### config.mk
export PLATFORM = sky130hd
export DESIGN_NAME = lastdir_predictor
export DESIGN_NICKNAME = d
export VERILOG_FILES = /design/src/rtl/lastdir_predictor.sv
export SDC_FILE = /design/constraint.sdc
export NUM_CORES = 1
export LEC_CHECK = 0
export BUFFER_PORTS_ARGS = -buffer_cell sky130_fd_sc_hd__clkbuf_2
export CORE_MARGIN = 10
export CORE_UTILIZATION = 45
export DETAILED_ROUTE_END_ITERATION = 7
export GPL_TIMING_DRIVEN = 0
export HOLD_SLACK_MARGIN = 0.15
export PLACE_DENSITY = 0.8
export REMOVE_ABC_BUFFERS = 1
export SYNTH_ARGS = -nofsm -noshare
export SYNTH_HDL_FRONTEND = slang
export SYNTH_SLANG_ARGS = --single-unit
### constraint.sdc
create_clock -name clk -period 3.2 [get_ports clk]
set_clock_uncertainty 0.15 [all_clocks]
set_input_delay 0.64 -clock clk [delete_from_list [all_inputs] [get_ports clk]]
set_output_delay 0.64 -clock clk [all_outputs]
set_load 0.05 [all_outputs]
### src/rtl/lastdir_predictor.sv
module lastdir_predictor #(
  parameter int PC_W         = 32,
  parameter int ENTRIES      = 16,
  parameter int HIST_BITS    = 2,
  parameter int SQUASH_DEPTH = 3
) (
  input  logic                                  clk,
  input  logic                                  rst_n,
  input  logic [PC_W-1:0]                       lookup_pc,
  output logic                                  predict_taken,
  input  logic                                  upd_valid,
  input  logic [PC_W-1:0]                       upd_pc,
  input  logic                                  upd_taken,
  output logic                                  upd_mispredict,
  output logic [$clog2(SQUASH_DEPTH+1)-1:0]     upd_squash
);
  localparam int IDX_W = $clog2(ENTRIES);
  localparam int SQ_W  = $clog2(SQUASH_DEPTH+1);
  localparam logic [HIST_BITS-1:0] CTR_MAX = {HIST_BITS{1'b1}};
  localparam logic [HIST_BITS-1:0] RST_VAL = HIST_BITS'(HIST_BITS == 1 ? 0 : 1);

  logic [HIST_BITS-1:0] tbl [ENTRIES];
  logic [HIST_BITS-1:0] upd_old, upd_new;
  logic [IDX_W-1:0]     lk_idx, upd_idx;

  assign lk_idx  = lookup_pc[IDX_W+1:2];
  assign upd_idx = upd_pc[IDX_W+1:2];
  assign upd_old = tbl[upd_idx];

  wire unused_pc_bits = &{1'b0, lookup_pc[PC_W-1:IDX_W+2], lookup_pc[1:0],
                          upd_pc[PC_W-1:IDX_W+2], upd_pc[1:0]};

  assign predict_taken  = tbl[lk_idx][HIST_BITS-1];
  assign upd_mispredict = upd_valid & (upd_old[HIST_BITS-1] ^ upd_taken);
  assign upd_squash     = upd_mispredict ? SQ_W'(SQUASH_DEPTH) : '0;

  generate
    if (HIST_BITS == 1) begin : g_last
      assign upd_new = upd_taken;
    end else begin : g_ctr
      always_comb begin
        upd_new = upd_old;
        if (upd_taken && upd_old != CTR_MAX)
          upd_new = upd_old + 1'b1;
        else if (!upd_taken && upd_old != '0)
          upd_new = upd_old - 1'b1;
      end
    end
  endgenerate

  always_ff @(posedge clk) begin
    if (!rst_n) begin
      for (int i = 0; i < ENTRIES; i++) tbl[i] <= RST_VAL;
    end else if (upd_valid) begin
      tbl[upd_idx] <= upd_new;
    end
  end

  p_quiet_no_flag_r5: assert property (@(posedge clk) disable iff (!rst_n)
    !upd_valid |-> !upd_mispredict);

  p_squash_depth_r6: assert property (@(posedge clk) disable iff (!rst_n)
    upd_mispredict |-> upd_squash == SQ_W'(SQUASH_DEPTH));

  p_sat_top_r4: assert property (@(posedge clk) disable iff (!rst_n)
    (upd_valid && upd_taken && upd_old == CTR_MAX) |=> tbl[$past(upd_idx)] == CTR_MAX);

  p_sat_bottom_r4: assert property (@(posedge clk) disable iff (!rst_n)
    (upd_valid && !upd_taken && upd_old == '0) |=> tbl[$past(upd_idx)] == '0);

  p_follow_last_r3: assert property (@(posedge clk) disable iff (!rst_n)
    (HIST_BITS == 1 && upd_valid) |=> tbl[$past(upd_idx)][HIST_BITS-1] == $past(upd_taken));
endmodule

==> run summary <==
The final-report max-slew violation count was 0. Sequential elements use 48.33% of the synthesized area. The die is 86.47 um tall. Detailed routing placed a total of 2.202 mm of wire on met2. The average instance in the mapped netlist occupies 11.36 um2. The tools report the launch instance of the worst register-to-register path as tbl[3][0]. Routed metal-1 wirelength: 1.768 mm. Type of destination of the critical path: a flop. The cell count after synthesis was 175.

The via count of the first global-routing pass came out at 1451. In this run the worst hold path is classified as in -> reg. Ranked by flip-flop count, first place goes to tbl. The maximum number of pins on one net before global-route repair was 21. The clock transition at the registers of the reported paths is 60 ps, and the overall via count from detail_route is 1485.

TritonCTS built the clock tree. The flow ran to the end, and the final reports show no timing, DRC or antenna violations. The tools report the area of the placeable core as 4324 um2. STA classifies the critical path startpoint as a primary input. In the final layout, the share of cells above drive strength 1 is 26.88%. The count of warnings emitted by yosys is 0, and the power density of the placed cells is 444.1 nW/um2. The final layout contains routed wiring with a total length of 4.501 mm. Detailed router's first-iteration violation count: 213. Buffers placed on the I/O ports in this run total 15. The launch point of the worst hold path was upd_pc[5].

The tools report the unique cell type count in the Yosys netlist as 34. Measured along the x axis, the die boundary spans 86.47 um. Setup repair after global routing left no endpoint under its margin.

Global routing consumed, over all layers together, 12.83% of the routing resources. Along the worst path, the maximum fanout reaches 16. The cell area after synthesis is 1988 um2, and the H-tree depth is 2.

For the post-detailed-route DRC marker count, the log shows 0. The largest registers in the layout are tbl (32). Hold repair after CTS inserted 0 buffers.

The initial core utilization is 45.98%, and the average routed wire per standard cell is 18.91 um. The final layout contains 256 nets. After detailed routing, the met3 layer carries 424 um of wire. The tools report the reported max-cap violation count as 0. The congestion estimate from routability-driven global placement came to 0.8053.

From synthesis to final layout, the design area changed by 11.58%. In this run the tightest slew margin relative to its limit is 57.12%. Once detail routing completed, the nets flagged for antenna violations numbered 0. The largest vdd supply drop is 178.3 uV, and the transition at the pin with the smallest max-transition slack is 640.4 ps. Global routing finished with a remaining overflow of 0. The shortest clock period the worst path allows after layout is 3072 ps, and the maximum buffer depth of the clock tree is 2. Data arrives at the worst endpoint at 2960 ps. The number of hold-slack violations in the final timing report is 0, and the placed cell area is 2058 um2.

The die covers 7477 um2. CTS placed an instance of sky130_fd_sc_hd__clkbuf_8 at the clock tree root. The sum of negative setup slack was 0 ps; the share of the cycle needed by the critical path after routing was 96.00%. Timing would allow up to 325.5 MHz.

The initialized floorplan defines 24 standard-cell rows. The first global-routing pass estimated 7.590 mm of wire. The run gives 5 as the total CTS buffers. The wire-length estimate of the detail-placed layout is 3.103 mm. The number of antenna violations at the first check in global routing came out at 0. The clock sink total is 32, and the number of ports placed on the die boundary is 72. The register with the most flip-flops in the layout has 32 of them. The later pin in the worst-skew pair is clocked with a latency of 280 ps. Top routing layer in use: met4. The flip-flop and latch count after synthesis works out to 32. The number of antenna diodes in the final layout is 0. Setup violations remaining at the end of the flow were counted as 0. The iteration count of the initial detailed-routing pass is 4. The run gives 3090 ps as the required time of the critical path. The tools report the source of the critical timing path as upd_pc[2]. The finished cells cover 2218 um2. The category of the critical setup timing path was in -> reg. The leakage component of the power is 0.7551 nW, and the routed via count divided by cell count is 6.239.
cells in the mapped netlist:
cell / n / area [um2]
sky130_fd_sc_hd__a21o_1: 1 / 7.510
sky130_fd_sc_hd__a21oi_1: 1 / 5.000
sky130_fd_sc_hd__and4_1: 1 / 8.760
sky130_fd_sc_hd__buf_2: 6 / 30.03
sky130_fd_sc_hd__buf_4: 2 / 15.01
sky130_fd_sc_hd__buf_6: 2 / 22.52
sky130_fd_sc_hd__clkbuf_1: 5 / 18.77
sky130_fd_sc_hd__edfxtp_1: 32 / 960.9
sky130_fd_sc_hd__ha_1: 2 / 25.02
sky130_fd_sc_hd__inv_1: 1 / 3.750
sky130_fd_sc_hd__inv_2: 1 / 3.750
sky130_fd_sc_hd__mux2i_1: 8 / 80.08
sky130_fd_sc_hd__mux2i_2: 1 / 13.76
sky130_fd_sc_hd__mux4_2: 10 / 225.2
sky130_fd_sc_hd__nand2_1: 32 / 120.1
sky130_fd_sc_hd__nand2b_1: 5 / 31.28
sky130_fd_sc_hd__nand3_1: 17 / 85.08
sky130_fd_sc_hd__nand3b_1: 1 / 7.510
sky130_fd_sc_hd__nand4_1: 4 / 25.02
sky130_fd_sc_hd__nor2_1: 4 / 15.01
sky130_fd_sc_hd__nor2b_1: 2 / 12.51
sky130_fd_sc_hd__nor3_1: 17 / 85.08
sky130_fd_sc_hd__nor3_2: 1 / 10.01
sky130_fd_sc_hd__nor3b_2: 2 / 25.02
sky130_fd_sc_hd__nor4_4: 1 / 21.27
sky130_fd_sc_hd__nor4b_2: 1 / 15.01
sky130_fd_sc_hd__o2111ai_1: 1 / 8.760
sky130_fd_sc_hd__o211ai_1: 1 / 7.510
sky130_fd_sc_hd__o22ai_1: 3 / 18.77
sky130_fd_sc_hd__o22ai_2: 1 / 12.51
sky130_fd_sc_hd__o31ai_1: 1 / 7.510
sky130_fd_sc_hd__or2_2: 2 / 12.51
sky130_fd_sc_hd__or3_1: 2 / 12.51
sky130_fd_sc_hd__xnor2_1: 4 / 35.03
placed cells by master, fill, tap and decap left out, types with 2 or more instances in the layout:
cell	netlist	layout
sky130_fd_sc_hd__buf_4	2	2
sky130_fd_sc_hd__buf_6	2	2
sky130_fd_sc_hd__clkbuf_2	0	13
sky130_fd_sc_hd__clkbuf_8	0	6
sky130_fd_sc_hd__edfxtp_1	32	32
sky130_fd_sc_hd__mux2i_1	8	8
sky130_fd_sc_hd__mux4_2	10	10
sky130_fd_sc_hd__nand2_1	32	32
sky130_fd_sc_hd__nand2b_1	5	5
sky130_fd_sc_hd__nand3_1	17	17
sky130_fd_sc_hd__nand4_1	4	4
sky130_fd_sc_hd__nor2_1	4	4
sky130_fd_sc_hd__nor2b_1	2	2
sky130_fd_sc_hd__nor3_1	17	17
sky130_fd_sc_hd__nor3b_2	2	2
sky130_fd_sc_hd__o22ai_2	1	4
sky130_fd_sc_hd__or2_2	2	2
sky130_fd_sc_hd__or3_1	2	2
sky130_fd_sc_hd__xnor2_1	4	4
final cells by class:
type | count | area [um2]
clock buffer | 6 | 72.57
fill | 365 | 2106
tap | 52 | 65.06
multi-input combinational | 126 | 985.9
inverter | 2 | 7.507
clock inverter | 1 | 5.005
timing repair buffer | 19 | 121.4
sequential | 32 | 960.9
through the flow:
stage | util [%] | setup slack (ps) | total power [mW] | hold slack (ps) | instances
after floorplan | - | -326.9 | 0.6142 | 640.5 | 160
after global placement | 47.22 | -1509 | 0.6751 | 741.9 | 227
after detailed placement | 47.60 | -704.3 | 0.6872 | 763.2 | 228
after CTS | 50.55 | 21.35 | 0.9808 | 708.8 | 237
after global routing | 51.30 | 24.67 | 1.029 | 708.6 | 238
final | 51.30 | 128.0 | 0.9852 | 687.4 | 238
final timing paths:
kind,endpoint,slack (ps),cells after the start
setup / recovery,tbl[10][1],130,10
hold reg to reg,tbl[8][0],790,3
hold / removal,tbl[13][0],690,2
setup reg to reg,tbl[10][1],330,9
report_power, final:
| part | total [mW] | internal, mW | leakage (nW) | switching (mW) |
|---|---|---|---|---|
| Combinational | 0.217 | 0.0772 | 0.415 | 0.139 |
| Clock | 0.284 | 0.147 | 0.0410 | 0.136 |
| Sequential | 0.485 | 0.477 | 0.299 | 0.00803 |
| Total | 0.985 | 0.702 | 0.755 | 0.284 |
routing by layer:
layer / track usage [%] / vias up
met5: 0 / -
met2: 19.73 / 82
met4: 5.449 / 0
li1: - / 680
met3: 3.377 / 12
met1: 16.59 / 711
critical path: stages:
cell and delay [ps]:
sky130_fd_sc_hd__clkbuf_8 190, sky130_fd_sc_hd__mux4_2 560, sky130_fd_sc_hd__mux4_2 510, sky130_fd_sc_hd__inv_2 60
sky130_fd_sc_hd__ha_1 220, sky130_fd_sc_hd__mux2i_4 150, sky130_fd_sc_hd__buf_4 170, sky130_fd_sc_hd__nor4_4 210
sky130_fd_sc_hd__buf_6 170, sky130_fd_sc_hd__nor3_1 50
kinds of logic (layout without fill, tap and decap cells):
logic type	Yosys count	after routing	synth area share, %
compound gates	9	9	3.399
xor+xnor	4	4	1.762
fa+ha+maj	2	2	1.258
buf+inv	17	28	4.719
flops	32	32	48.33
mux	19	19	16.05
simple gates	92	92	24.48
what timing repair did:
item,in CTS,in global routing
pin swaps,1,2
setup buffers,2,1
gates resized for setup,5,6
endpoints found under the setup margin,32,31
Note: power is estimated with default switching activity, not from simulation.
